**src/rtl/seg_pack_pkg.sv**
```systemverilog
package seg_pack_pkg;

    localparam int unsigned DEF_SEG_BYTES = 32;

    // width of a count that indexes bytes within a segment
    function automatic int unsigned cnt_w(int unsigned n);
        return (n < 2) ? 1 : $clog2(n);
    endfunction

endpackage

```
**src/rtl/seg_pack_mode_track.sv**
```systemverilog
module seg_pack_mode_track (
    input  logic clk,
    input  logic rst_n,
    input  logic take,
    input  logic sop,
    input  logic dual_req,
    output logic word_dual
);

    typedef struct packed {
        logic dual;
    } trk_t;

    trk_t trk_d, trk_q;

    always_comb begin
        trk_d     = trk_q;
        // mode request is honoured only on the first word of a packet
        word_dual = sop ? dual_req : trk_q.dual;
        if (take) begin
            trk_d.dual = word_dual;
        end
    end

    always_ff @(posedge clk or negedge rst_n) begin
        if (!rst_n) begin
            trk_q <= '0;
        end else begin
            trk_q <= trk_d;
        end
    end

endmodule

```
**src/rtl/seg_pack_lane_gate.sv**
```systemverilog
module seg_pack_lane_gate #(
    parameter int unsigned SEG_W   = 256,
    parameter int unsigned EMPTY_W = 5
) (
    input  logic               valid,
    input  logic [SEG_W-1:0]   data_i,
    input  logic               sop_i,
    input  logic               eop_i,
    input  logic [EMPTY_W-1:0] empty_i,
    output logic [SEG_W-1:0]   data_o,
    output logic               sop_o,
    output logic               eop_o,
    output logic [EMPTY_W-1:0] empty_o
);

    always_comb begin
        data_o  = valid ? data_i : '0;
        sop_o   = valid & sop_i;
        eop_o   = valid & eop_i;
        empty_o = (valid && eop_i) ? empty_i : '0;
    end

endmodule

```
**src/rtl/seg_pack_out_stage.sv**
```systemverilog
module seg_pack_out_stage #(
    parameter int unsigned SEG_W   = 256,
    parameter int unsigned EMPTY_W = 5
) (
    input  logic                 clk,
    input  logic                 rst_n,
    input  logic                 load,
    input  logic                 ready,
    input  logic [1:0]           seg_valid_i,
    input  logic [2*SEG_W-1:0]   data_i,
    input  logic [1:0]           sop_i,
    input  logic [1:0]           eop_i,
    input  logic [2*EMPTY_W-1:0] empty_i,
    output logic                 valid_o,
    output logic [1:0]           seg_valid_o,
    output logic [2*SEG_W-1:0]   data_o,
    output logic [1:0]           sop_o,
    output logic [1:0]           eop_o,
    output logic [2*EMPTY_W-1:0] empty_o
);

    typedef struct packed {
        logic                 valid;
        logic [1:0]           seg_valid;
        logic [2*SEG_W-1:0]   data;
        logic [1:0]           sop;
        logic [1:0]           eop;
        logic [2*EMPTY_W-1:0] empty;
    } beat_t;

    beat_t beat_d, beat_q;

    always_comb begin
        beat_d = beat_q;
        if (load) begin
            beat_d.valid     = 1'b1;
            beat_d.seg_valid = seg_valid_i;
            beat_d.data      = data_i;
            beat_d.sop       = sop_i;
            beat_d.eop       = eop_i;
            beat_d.empty     = empty_i;
        end else if (ready) begin
            beat_d = '0;
        end
    end

    always_ff @(posedge clk or negedge rst_n) begin
        if (!rst_n) begin
            beat_q <= '0;
        end else begin
            beat_q <= beat_d;
        end
    end

    assign valid_o     = beat_q.valid;
    assign seg_valid_o = beat_q.seg_valid;
    assign data_o      = beat_q.data;
    assign sop_o       = beat_q.sop;
    assign eop_o       = beat_q.eop;
    assign empty_o     = beat_q.empty;

endmodule

```
**src/rtl/seg_pack_bus.sv**
```systemverilog
module seg_pack_bus #(
    parameter int unsigned SEG_BYTES = seg_pack_pkg::DEF_SEG_BYTES,
    localparam int unsigned SEG_W    = SEG_BYTES * 8,
    localparam int unsigned BUS_W    = 2 * SEG_W,
    localparam int unsigned EMPTY_W  = seg_pack_pkg::cnt_w(SEG_BYTES)
) (
    input  logic               clk,
    input  logic               rst_n,
    input  logic               dual_mode,
    input  logic               in_valid,
    output logic               in_ready,
    input  logic [SEG_W-1:0]   in_data,
    input  logic               in_sop,
    input  logic               in_eop,
    input  logic [EMPTY_W-1:0] in_empty,
    output logic               out_valid,
    input  logic               out_ready,
    output logic [BUS_W-1:0]   out_data,
    output logic               out_a_valid,
    output logic               out_a_sop,
    output logic               out_a_eop,
    output logic [EMPTY_W-1:0] out_a_empty,
    output logic               out_b_valid,
    output logic               out_b_sop,
    output logic               out_b_eop,
    output logic [EMPTY_W-1:0] out_b_empty
);

    // lane index 1 is segment A (earlier bytes, upper half), 0 is segment B
    localparam int unsigned LANE_A = 1;
    localparam int unsigned LANE_B = 0;

    typedef struct packed {
        logic               full;
        logic               dual;
        logic [SEG_W-1:0]   data;
        logic               sop;
        logic               eop;
        logic [EMPTY_W-1:0] empty;
    } hold_t;

    hold_t hold_d, hold_q;

    logic               can_emit;
    logic               take_in;
    logic               word_dual;
    logic               close_a;
    logic               emit;
    logic               pair;

    logic [SEG_W-1:0]   lane_data_i  [2];
    logic               lane_sop_i   [2];
    logic               lane_eop_i   [2];
    logic [EMPTY_W-1:0] lane_empty_i [2];
    logic [1:0]         lane_valid;

    logic [BUS_W-1:0]   beat_data;
    logic [1:0]         beat_sop;
    logic [1:0]         beat_eop;
    logic [2*EMPTY_W-1:0] beat_empty;

    logic [1:0]         seg_valid_q;
    logic [1:0]         sop_q;
    logic [1:0]         eop_q;
    logic [2*EMPTY_W-1:0] empty_q;

    // the output stage can accept a new beat this cycle
    assign can_emit = !out_valid || out_ready;
    // input stalls only when segment A is occupied and the beat cannot leave
    assign in_ready = !hold_q.full || can_emit;
    assign take_in  = in_valid && in_ready;

    seg_pack_mode_track u_mode (
        .clk      (clk),
        .rst_n    (rst_n),
        .take     (take_in),
        .sop      (in_sop),
        .dual_req (dual_mode),
        .word_dual(word_dual)
    );

    // a held end word closes its beat unless the next dual packet can join it
    assign close_a = hold_q.eop && !(hold_q.dual && in_valid && word_dual);

    always_comb begin
        hold_d = hold_q;
        emit   = 1'b0;
        pair   = 1'b0;
        if (hold_q.full) begin
            if (can_emit) begin
                if (close_a) begin
                    emit        = 1'b1;
                    hold_d.full = take_in;
                    if (take_in) begin
                        hold_d.dual  = word_dual;
                        hold_d.data  = in_data;
                        hold_d.sop   = in_sop;
                        hold_d.eop   = in_eop;
                        hold_d.empty = in_empty;
                    end
                end else if (in_valid) begin
                    emit        = 1'b1;
                    pair        = 1'b1;
                    hold_d.full = 1'b0;
                end
            end
        end else if (take_in) begin
            hold_d.full  = 1'b1;
            hold_d.dual  = word_dual;
            hold_d.data  = in_data;
            hold_d.sop   = in_sop;
            hold_d.eop   = in_eop;
            hold_d.empty = in_empty;
        end
    end

    always_ff @(posedge clk or negedge rst_n) begin
        if (!rst_n) begin
            hold_q <= '0;
        end else begin
            hold_q <= hold_d;
        end
    end

    // lane sources: A from the holding stage, B straight from the input
    always_comb begin
        lane_data_i[LANE_A]  = hold_q.data;
        lane_sop_i[LANE_A]   = hold_q.sop;
        lane_eop_i[LANE_A]   = hold_q.eop;
        lane_empty_i[LANE_A] = hold_q.empty;
        lane_data_i[LANE_B]  = in_data;
        lane_sop_i[LANE_B]   = in_sop;
        lane_eop_i[LANE_B]   = in_eop;
        lane_empty_i[LANE_B] = in_empty;
        lane_valid[LANE_A]   = emit;
        lane_valid[LANE_B]   = pair;
    end

    for (genvar g = 0; g < 2; g++) begin : g_lane
        seg_pack_lane_gate #(
            .SEG_W  (SEG_W),
            .EMPTY_W(EMPTY_W)
        ) u_gate (
            .valid  (lane_valid[g]),
            .data_i (lane_data_i[g]),
            .sop_i  (lane_sop_i[g]),
            .eop_i  (lane_eop_i[g]),
            .empty_i(lane_empty_i[g]),
            .data_o (beat_data[g*SEG_W +: SEG_W]),
            .sop_o  (beat_sop[g]),
            .eop_o  (beat_eop[g]),
            .empty_o(beat_empty[g*EMPTY_W +: EMPTY_W])
        );
    end

    seg_pack_out_stage #(
        .SEG_W  (SEG_W),
        .EMPTY_W(EMPTY_W)
    ) u_out (
        .clk        (clk),
        .rst_n      (rst_n),
        .load       (emit),
        .ready      (out_ready),
        .seg_valid_i(lane_valid),
        .data_i     (beat_data),
        .sop_i      (beat_sop),
        .eop_i      (beat_eop),
        .empty_i    (beat_empty),
        .valid_o    (out_valid),
        .seg_valid_o(seg_valid_q),
        .data_o     (out_data),
        .sop_o      (sop_q),
        .eop_o      (eop_q),
        .empty_o    (empty_q)
    );

    assign out_a_valid = seg_valid_q[LANE_A];
    assign out_a_sop   = sop_q[LANE_A];
    assign out_a_eop   = eop_q[LANE_A];
    assign out_a_empty = empty_q[LANE_A*EMPTY_W +: EMPTY_W];
    assign out_b_valid = seg_valid_q[LANE_B];
    assign out_b_sop   = sop_q[LANE_B];
    assign out_b_eop   = eop_q[LANE_B];
    assign out_b_empty = empty_q[LANE_B*EMPTY_W +: EMPTY_W];

endmodule

```
**config.mk**
```make
export PLATFORM = sky130hd
export DESIGN_NAME = seg_pack_bus
export DESIGN_NICKNAME = d
export VERILOG_FILES = /design/src/rtl/seg_pack_pkg.sv /design/src/rtl/seg_pack_mode_track.sv /design/src/rtl/seg_pack_lane_gate.sv /design/src/rtl/seg_pack_out_stage.sv /design/src/rtl/seg_pack_bus.sv
export SDC_FILE = /design/constraint.sdc
export NUM_CORES = 1
export LEC_CHECK = 0
export BUFFER_PORTS_ARGS = -buffer_cell sky130_fd_sc_hd__clkbuf_2
export CELL_PAD_IN_SITES_DETAIL_PLACEMENT = 0
export CELL_PAD_IN_SITES_GLOBAL_PLACEMENT = 2
export CORE_MARGIN = 10
export CORE_UTILIZATION = 35
export DETAILED_ROUTE_END_ITERATION = 7
export MAX_ROUTING_LAYER = met4
export PLACE_DENSITY = 0.84
export SYNTH_ARGS = -nofsm -noshare
export SYNTH_HDL_FRONTEND = slang
export SYNTH_SLANG_ARGS = --single-unit
```
**constraint.sdc**
```tcl
create_clock -name clk -period 5.3 [get_ports clk]
set_input_delay 0.53 -clock clk [delete_from_list [all_inputs] [get_ports clk]]
set_output_delay 0.53 -clock clk [all_outputs]
set_load 0.02 [all_outputs]
```
Word level (Yosys, flattened, before mapping)
Cells that the tools add are included.
{ "classes": {"reduce_logical": 14, "eq_ne": 3, "n_mux": 20, "n_bitwise": 4} }
{ "op_table": {"columns": ["cell", "n"], "rows": [
  ["$mux W529", 2],
  ["$mux W265", 3],
  ["$mux W264", 2],
  ["$mux W256", 1],
  ["$mux W1", 10],
  ["$mux W5", 2],
  ["$logic_and A1 B1 Y1", 6],
  ["$and A1 B1 Y1", 4],
  ["$ne A2 B1 Y1 const B", 2],
  ["$reduce_and A4 Y1", 1],
  ["$reduce_bool A2 Y1", 2],
  ["$logic_not A1 Y1", 3],
  ["$ne A3 B3 Y1 const B", 1],
  ["$logic_or A1 B1 Y1", 2]
]} }
{ "totals": {"in_bits": 268, "output_inout_bits": 530, "ff_bits": 795} }

Longest topological paths before layout
Gate-level depths: netlist of run 1.
{ "depth": {"word_depth": 10, "depth_mapped": 8} }

Cells and area by module
A second synthesis of run 1 with hierarchy kept.
{ "hier_totals": {"cells_unflattened": 2339, "area_unflattened_um2": 32612.5} }
{ "by_module_without_submodules": {"columns": ["module", "area_each_um2", "instances", "cells_each"], "rows": [
  ["seg_pack_out_stage", 18835.6, 1, 1177],
  ["seg_pack_bus", 10020.9, 1, 574],
  ["seg_pack_lane_gate", 1850.5, 2, 292],
  ["seg_pack_mode_track", 55.1, 1, 4]
]} }

Worst setup path after synthesis of run 1
Ideal clock, no wire load.
{ "synth_path": {"kind": "input -> register", "from": "input port in_valid", "to": "register hold_q[100] in the netlist's numbering", "path_stages": 8, "setup_time_ps": 125, "t_required_ps": 5175, "arrival_ps": 1865, "path_slack_ps": 3310, "cell_sequence": "clkbuf_2 > nor2b_1 > a31oi_1 > a31oi_1 > buf_2 > buf_6 > buf_6 > mux2_4"} }
{ "synth_between": {"elab_chain_len": 6, "word_cells_on_any_way": 9, "cone_classes": "eq/ne: 2; reduce/logical: 7"} }
{ "synth_lines": {"columns": ["item", "line_no", "source"], "rows": [
  ["start: declaration", "seg_pack_bus.sv:10", "input logic in_valid,"],
  ["$logic_and A1 B1 Y1 (2 in series)", "seg_pack_bus.sv:83", "assign close_a = hold_q.eop && !(hold_q.dual && in_valid && word_dual);"],
  ["$logic_not A1 Y1", "seg_pack_bus.sv:83", null],
  ["$logic_and A1 B1 Y1", "seg_pack_bus.sv:83", null],
  ["$ne A3 B3 Y1 (no line) / $ne A2 B1 Y1 (equally long branches)", null, null],
  ["$reduce_and A4 Y1 (no line) *", null, null],
  ["end signal: assignment", "seg_pack_bus.sv:121", "hold_q <= hold_d;"],
  ["end: declaration", "seg_pack_bus.sv:42", "hold_t hold_d, hold_q;"]
]} }
Mark *: on every way between the ends. The rest lies on a longest branch, timed or not.
A chain may end at the register's enable or synchronous reset.

Worst setup path after layout of run 1
{ "layout_path": {"from": "register hold_q[5] in the netlist's numbering", "to": "register u_out.beat_q, in the netlist u_out.data_o[107]"} }
{ "layout_between": {"elab_chain_len": 6, "word_cells_on_any_way": 10, "cone_classes": "mux: 8; reduce/logical: 2"} }
{ "layout_lines": {"columns": ["item", "line_no", "source"], "rows": [
  ["$logic_and A1 B1 Y1 *", "seg_pack_bus.sv:83", null],
  ["$mux W1", "seg_pack_bus.sv:91", "if (close_a) begin"],
  ["$mux W1", "seg_pack_bus.sv:90", "if (can_emit) begin"],
  ["$mux W1", "seg_pack_bus.sv:89", "if (hold_q.full) begin"],
  ["$mux W256", "seg_pack_lane_gate.sv:17", "data_o = valid ? data_i : '0;"],
  ["$mux W529", "seg_pack_out_stage.sv:35", "if (load) begin"],
  ["end signal: assignment", "seg_pack_out_stage.sv:51", "beat_q <= beat_d;"],
  ["end: declaration", "seg_pack_out_stage.sv:31", "beat_t beat_d, beat_q;"]
]} }
Marked as above.

==> results by group, run 1 <==
Clocking
  • Clock Tree Buf Depth: 3
  • CTS H-tree lvls: 3
  • CTS tree: yes
  • Clk_lat worst skew: 0.65 ns
  • CTS resizes: 0
  • CTS Buf Count: 88
  • Root buf cell: clkbuf_16
  • Post-CTS Setup Repair Bufs: 0
  • Clk slew on worst S/H paths: 0.06 ns
  • Sink Count: 794
  • Hold_buf cts: 1

STA
  • F_max: 360 MHz
  • Layout Skew: 0.0202 ns
  • Slew headroom: 0.283
  • Final hold violation count: 0
  • Final Critical Period: 2.78 ns
  • Final worst path period share: 0.524
  • Final slew viol count: 0
  • # setup viols final: 0
  • Setup_tns: 0 ns
  • Worst slew pin tran: 1.07 ns
  • RSZ-0062 raised after global routing: no

Finish
  • # diodes: 0
  • Area grow syn2layout: 24.9%
  • Final Non-Filler Cells: 4,264
  • Fill count: 8,111
  • Reg area: 19,900 um^2
  • Footprint of the multi-input gates: 10,100 um^2
  • Final nets: 3,313
  • Share of cells above drive strength 1: 0.397

Synth
  • Synthesized Nets: 2,566
  • Ys async rst share: 1.00
  • Area contributors post-synth: dfrtp_1 (64%), mux2_4 (8.7%), a22o_1 (7.5%)
  • Register area share after synthesis: 0.643
  • Synth warn: 0
  • Unique masters post-synth: 30
  • EDFF count, synth: 0
  • Count leader, synth: dfrtp_1
  • Post-Syn Instances: 2,298
  • Post-synth top area share: 0.643
  • Post-synth top cells: dfrtp_1 (794), a22o_1 (263), nand2_1 (258)
  • Area of the mapped netlist: 30,900 um^2
  • Synth area leader: dfrtp_1
  • Syn Area/Cell: 13.4 um^2
  • Synth Flop Type: dfrtp_1
  • Synthesized flop and latch total: 794

Critical path
  • Crit path required time: 5.87 ns
  • Critical path, cell by cell: nor2_1 > nor3_1 > nor2_4 > buf_4 > a22o_1
  • Critical Path End Type: flip-flop
  • Critical path type: flip-flop to flip-flop
  • Critical-path cell with the highest stage delay: buf_4
  • Crit path arrival time: 3.35 ns
  • CP Launch Type: flip-flop
  • Max incr delay on CP: 0.77 ns
  • Crit Path Max Fanout: 77

Die
  • DIE AREA: 101,000 um^2
  • Row cnt: 108
  • Die W: 317 um
  • Initial core utilization: 0.355
  • I/O pin cnt: 798
  • Die height: 317 um
  • Core Footprint: 87,200 um^2

Global route
  • Global routing usage on met2: 0.308
  • First-pass GRT wire length: 140 mm
  • Vias in the first global route: 21.2k
  • Overflow left after global routing: 0
  • Gr usage total: 0.188
  • Met1 Usage GRT: 0.227
  • Largest net degree at the start of global routing: 220
  • Met3 global-route usage: 0.0472
  • Gr busiest metal: met2
  • Initial antenna violation count: 1

Route
  • Post-DRT Antenna Nets: 0
  • Routed WL: 95.8 mm
  • Via/cell ratio: 4.82
  • # DRC: 0
  • 1st-iter DRT viols: 1,585
  • Per-cell routed wire length: 22.5 um
  • Pre-antenna DRT Iters: 5
  • DR vias: 20.6k

Run status
  • Status: finished, final reports clean

Place
  • DP Cell Count: 4,109
  • Port Buffers: 797
  • HPWL Detailed: 68.0 mm
  • GP Congestion: 0.800

Run
  • Max Cap Viol: 0

Pwr
  • Leak: 19.0 nW
  • PwrDens: 637 nW/um^2
  • Peak VDD IR: 0.349 mV

Hold path
  • Min-delay worst type: input port to flip-flop
==> cell type report <==
cell class,count,area share
Sequential cell,794,0.515
Multi-Input combinational cell,1327,0.260
Timing Repair Buffer,832,0.115
Clock buffer,132,0.0665
Tap cell,1155,0.0374
Clock inverter,22,0.00580
Inverter,2,0.000194
==> logic make-up after synthesis <==
family | Yosys count | share of synthesized area
simple gates | 528 | 0.0862
flops | 794 | 0.643
mux | 265 | 0.118
compound gates | 534 | 0.120
buf+inv | 177 | 0.0328
==> registers in the layout, summed over array words and instances, names as in the netlist <==
register and flops:
u_mode.trk_q 1, u_out.data_o 512, u_out.empty_o 10, u_out.sop_o 2, u_out.valid_o 1, u_out.eop_o 2
u_out.seg_valid_o 1, hold_q 265
==> where the power goes <==
part,internal [mW],switching (mW)
registers,8.44,1.37
logic,3.68,5.18
clock network,3.49,2.45
total,15.6,9.00
==> final timing paths <==
check | slack [ns] | to | depth (start not counted) | from
setup / recovery | 2.52 | u_out.data_o[107]$_DFFE_PN0P_ | 5 | hold_q[5]$_DFFE_PN0P_
hold / removal | 0.13 | u_out.data_o[223]$_DFFE_PN0P_ | 2 | in_data[223]
setup reg to reg | 2.52 | u_out.data_o[107]$_DFFE_PN0P_ | 5 | hold_q[5]$_DFFE_PN0P_
hold reg to reg | 0.47 | u_out.data_o[275]$_DFFE_PN0P_ | 2 | hold_q[26]$_DFFE_PN0P_
max in group asynchronous | 3.42 | hold_q[125]$_DFFE_PN0P_ | 3 | rst_n
min in group asynchronous | 0.52 | u_out.data_o[24]$_DFFE_PN0P_ | 2 | rst_n
==> cells in the final DEF (no fill, tap or decap), types with 2 or more instances in the layout <==
cell type	count
a32o_1	5
clkinvlp_4	2
o21ai_0	226
nor2_1	4
nand3_1	2
o21ai_1	32
inv_6	5
bufinv_16	3
nand2b_1	257
clkbuf_2	795
nand2_1	258
clkbuf_8	20
clkinv_2	10
buf_12	13
clkbuf_16	88
buf_4	21
mux2_4	180
clkbuf_1	24
inv_1	2
a21o_1	2
a22o_1	263
dfrtp_1	794
mux2_2	85
==> worst max-delay path: cells and delay by family (launching register included) <==
family          cells  cell delay [ns]
simple gates        3             1.10
flops               1             0.45
compound gates      1             0.25
buf+inv             1             0.77
==> metal layers <==
layer | part of all wire | vias up
met5 | 0 | -
met2 | 0.50 | 614
li1 | - | 9479
met1 | 0.41 | 10338
met4 | 0.028 | 0
met3 | 0.065 | 134
==> through the flow <==
step,utilization,instance area [um^2],setup WS (ns),power [mW],hold WS [ns]
2_1_floorplan,-,30900,3.31,15.8,0.234
3_3_place_gp,0.411,35800,1.99,18.7,0.458
3_5_place_dp,0.411,35800,1.93,18.9,0.465
4_1_cts,0.443,38600,2.54,25.0,0.0701
5_1_grt,0.443,38600,2.39,26.0,0.0883
6_report,0.443,38600,2.52,24.6,0.125
No activity file was read; power rests on OpenSTA's default activity.
==> run 2, diff against run 1 <==
--- a/config.mk
+++ b/config.mk
@@ -9,10 +9,10 @@
 export CELL_PAD_IN_SITES_DETAIL_PLACEMENT = 0
 export CELL_PAD_IN_SITES_GLOBAL_PLACEMENT = 2
 export CORE_MARGIN = 10
-export CORE_UTILIZATION = 35
+export CORE_UTILIZATION = 32
 export DETAILED_ROUTE_END_ITERATION = 7
 export MAX_ROUTING_LAYER = met4
-export PLACE_DENSITY = 0.84
+export PLACE_DENSITY = 0.81
 export SYNTH_ARGS = -nofsm -noshare
 export SYNTH_HDL_FRONTEND = slang
 export SYNTH_SLANG_ARGS = --single-unit
==> constraint.sdc (replaced) <==
create_clock -name clk -period 2.55 [get_ports clk]
set_input_delay 0.255 -clock clk [delete_from_list [all_inputs] [get_ports clk]]
set_output_delay 0.255 -clock clk [all_outputs]
set_load 0.02 [all_outputs]
==> run 2 against run 1 <==
Utilization about the same. Wire length grew 3.7%. Setup slack worse by 2.0 ns. Maximum frequency increased by 34%. Largest cell class unchanged.
==> results by group, run 2 (synthesized netlist as in run 1, its figures left out) <==
Route
  • Per-cell routed wire length: 21.1 um (-6.2%)
  • 1st-iter DRT viols: 1,371 (-14%)
  • Routed WL: 99.4 mm (+3.7%)
  • # DRC: 0 (unchanged)
  • Pre-antenna DRT Iters: 5 (unchanged)
  • DR vias: 22.1k (+7.2%)
  • Via/cell ratio: 4.68 (-3.0%)
  • Post-DRT Antenna Nets: 0 (unchanged)

Finish
  • Most frequent cells in the layout: clkbuf_2 (795), dfrtp_1 (794), dlygate4sd3_1 (266), a22o_1 (263), nand2_1 (258)
  • Area grow syn2layout: 36.7%
  • Commonest non-fill, non-tap cell in the layout: clkbuf_2
  • Max reg flops: 512 (unchanged)
  • Share of cells above drive strength 1: 0.379 (-0.0173)
  • Fill count: 8,818 (+8.7%)
  • Footprint of the multi-input gates: 10,100 um^2 (unchanged)
  • Final nets: 3,642 (+9.9%)
  • Reg area: 19,900 um^2 (unchanged)

Clocking
  • Clk slew on worst S/H paths: 0.06 ns (about the same)
  • Clock Tree Buf Depth: 3 (unchanged)
  • Sink Count: 794 (unchanged)
  • Clk_lat worst skew: 0.65 ns (about the same)
  • CTS Buf Count: 87 (-1.1%)
  • Post-CTS Setup Repair Bufs: 0 (unchanged)
  • CTS resizes: 0 (unchanged)
  • CTS tree: yes
  • Root buf cell: clkbuf_16
  • Hold_buf cts: 266 (+265)
  • CTS H-tree lvls: 3 (unchanged)

Pwr
  • Leak: 20.6 nW (+8.3%)
  • Final Total Pwr: 52.6 mW (+110%)
  • PwrDens: 1240 nW/um^2 (+95%)
  • Peak VDD IR: 0.642 mV (+84%)

STA
  • Worst setup margin: 0.480 ns (-2.04 ns)
  • Final worst path period share: 0.812 (+0.288)
  • F_max: 483 MHz (+34%)
  • Layout Skew: 0.0203 ns (+0.000144 ns)
  • Setup_tns: 0 ns (unchanged)
  • Final slew viol count: 0 (unchanged)
  • Final Critical Period: 2.07 ns (-0.707 ns)
  • RSZ-0062 raised after global routing: no
  • Slew headroom: 0.304 (+0.0202)
  • # setup viols final: 0 (unchanged)
  • Worst slew pin tran: 1.04 ns (-0.0303 ns)
  • Hold WS: 0.0522 ns (-0.0728 ns)
  • Final hold violation count: 0 (unchanged)

Run
  • Max Cap Viol: 0 (unchanged)

Die
  • Die W: 331 um (+4.3%)
  • I/O pin cnt: 798 (unchanged)
  • Core Footprint: 95,400 um^2 (+9.5%)
  • Row cnt: 113 (+4.6%)
  • Die height: 331 um (+4.3%)
  • DIE AREA: 109,000 um^2 (+8.8%)
  • Initial core utilization: 0.324 (-0.0308)

Place
  • HPWL Detailed: 70.9 mm (+4.2%)
  • Port Buffers: 797 (unchanged)
  • Pre-CTS setup slack: 0.350 ns (-1.58 ns)
  • GP Congestion: 0.813 (+1.6%)

Global route
  • Largest net degree at the start of global routing: 133 (-40%)
  • Gr usage total: 0.181 (-0.00636)
  • Overflow left after global routing: 0 (unchanged)
  • Initial antenna violation count: 4 (+3)
  • Vias in the first global route: 23.3k (+9.8%)
  • First-pass GRT wire length: 149 mm (+6.5%)

Critical path
  • Crit path top cell by count: buf_12
  • Delay-heaviest family, CP: buffers and inverters
  • Crit path arrival time: 2.60 ns (-0.75 ns)
  • Crit Path Max Fanout: 32 (-58%)
  • Max incr delay on CP: 0.45 ns (-0.32 ns)
  • CP Launch Type: flip-flop
  • Crit path required time: 3.07 ns (-2.80 ns)
  • Critical-path cell with the highest stage delay: dfrtp_1
  • Critical path buffers and inverters: 2 (+1)
  • Critical path type: flip-flop to flip-flop
  • Critical path, cell by cell: nor2b_1 > a31oi_1 > a31oi_4 > buf_12 > buf_12 > mux2_4
  • Critical Path End Type: flip-flop

Run status
  • Status: finished, final reports clean

Hold path
  • Min-delay worst type: input port to flip-flop
-- run 2: changes by cell type in the layout (fill, tap and decap cells not counted), moves of 2 or more --
| cell | change |
|---|---|
| dlygate4sd3_1 | +265 |
| buf_4 | +46 |
| buf_12 | +19 |
| clkbuf_8 | +4 |
| clkinv_2 | +4 |
| clkbuf_16 | +3 |
| diode_2 | +3 |
| clkbuf_1 | -2 |
-- run 2: tightest hold or removal path, cell delays in order --
cell and delay, ns:
buf_6 0.19, nand2b_1 0.13, o21ai_0 0.06
-- run 2: stage by stage --
stage / utilization / instances / area, um^2
after global routing: 0.443 / 4714 / 42200
after floorplan: - / 2298 / 30900
final: 0.443 / 4714 / 42200
after detailed placement: 0.384 / 4284 / 36700
after CTS: 0.443 / 4711 / 42200
after global placement: 0.384 / 4284 / 36700
-- run 2: cell type report --
class / instances / area share
clock buffers: 137 / 0.0637
repair buffers: 1162 / 0.185
diodes: 3 / 0.000178
clock inverters: 24 / 0.00536
multi-input cells: 1327 / 0.238
flip-flops and latches: 794 / 0.470
inverters: 2 / 0.000178
well taps: 1265 / 0.0375
-- run 2: worst paths after layout --
kind | endpoint | slack [ns] | cells after the start | startpoint
worst max-delay path | hold_q[160]$_DFFE_PN0P_ | 0.48 | 6 | hold_q[264]$_DFF_PN0_
worst min-delay path | u_out.data_o[510]$_DFFE_PN0P_ | 0.05 | 3 | out_ready
worst max register to register | hold_q[160]$_DFFE_PN0P_ | 0.48 | 6 | hold_q[264]$_DFF_PN0_
worst min register to register | u_out.data_o[282]$_DFFE_PN0P_ | 0.47 | 2 | hold_q[33]$_DFFE_PN0P_
max in group asynchronous | hold_q[164]$_DFFE_PN0P_ | 1.42 | 3 | rst_n
min in group asynchronous | u_out.data_o[23]$_DFFE_PN0P_ | 0.14 | 2 | rst_n
-- run 2: per-layer routing --
layer,GRT usage,vias up,share of wire
met4,0.0671,0,0.038
met1,0.221,11007,0.41
met3,0.0433,184,0.064
met5,-,-,0
met2,0.290,680,0.49
li1,-,10183,-
-- run 2: power by group --
group          internal, mW  leakage, nW  switching, mW  total, mW
registers              17.5         10.1           2.94       20.5
logic                  8.41         9.05           10.9       19.3
clock network          7.55         1.44           5.18       12.7
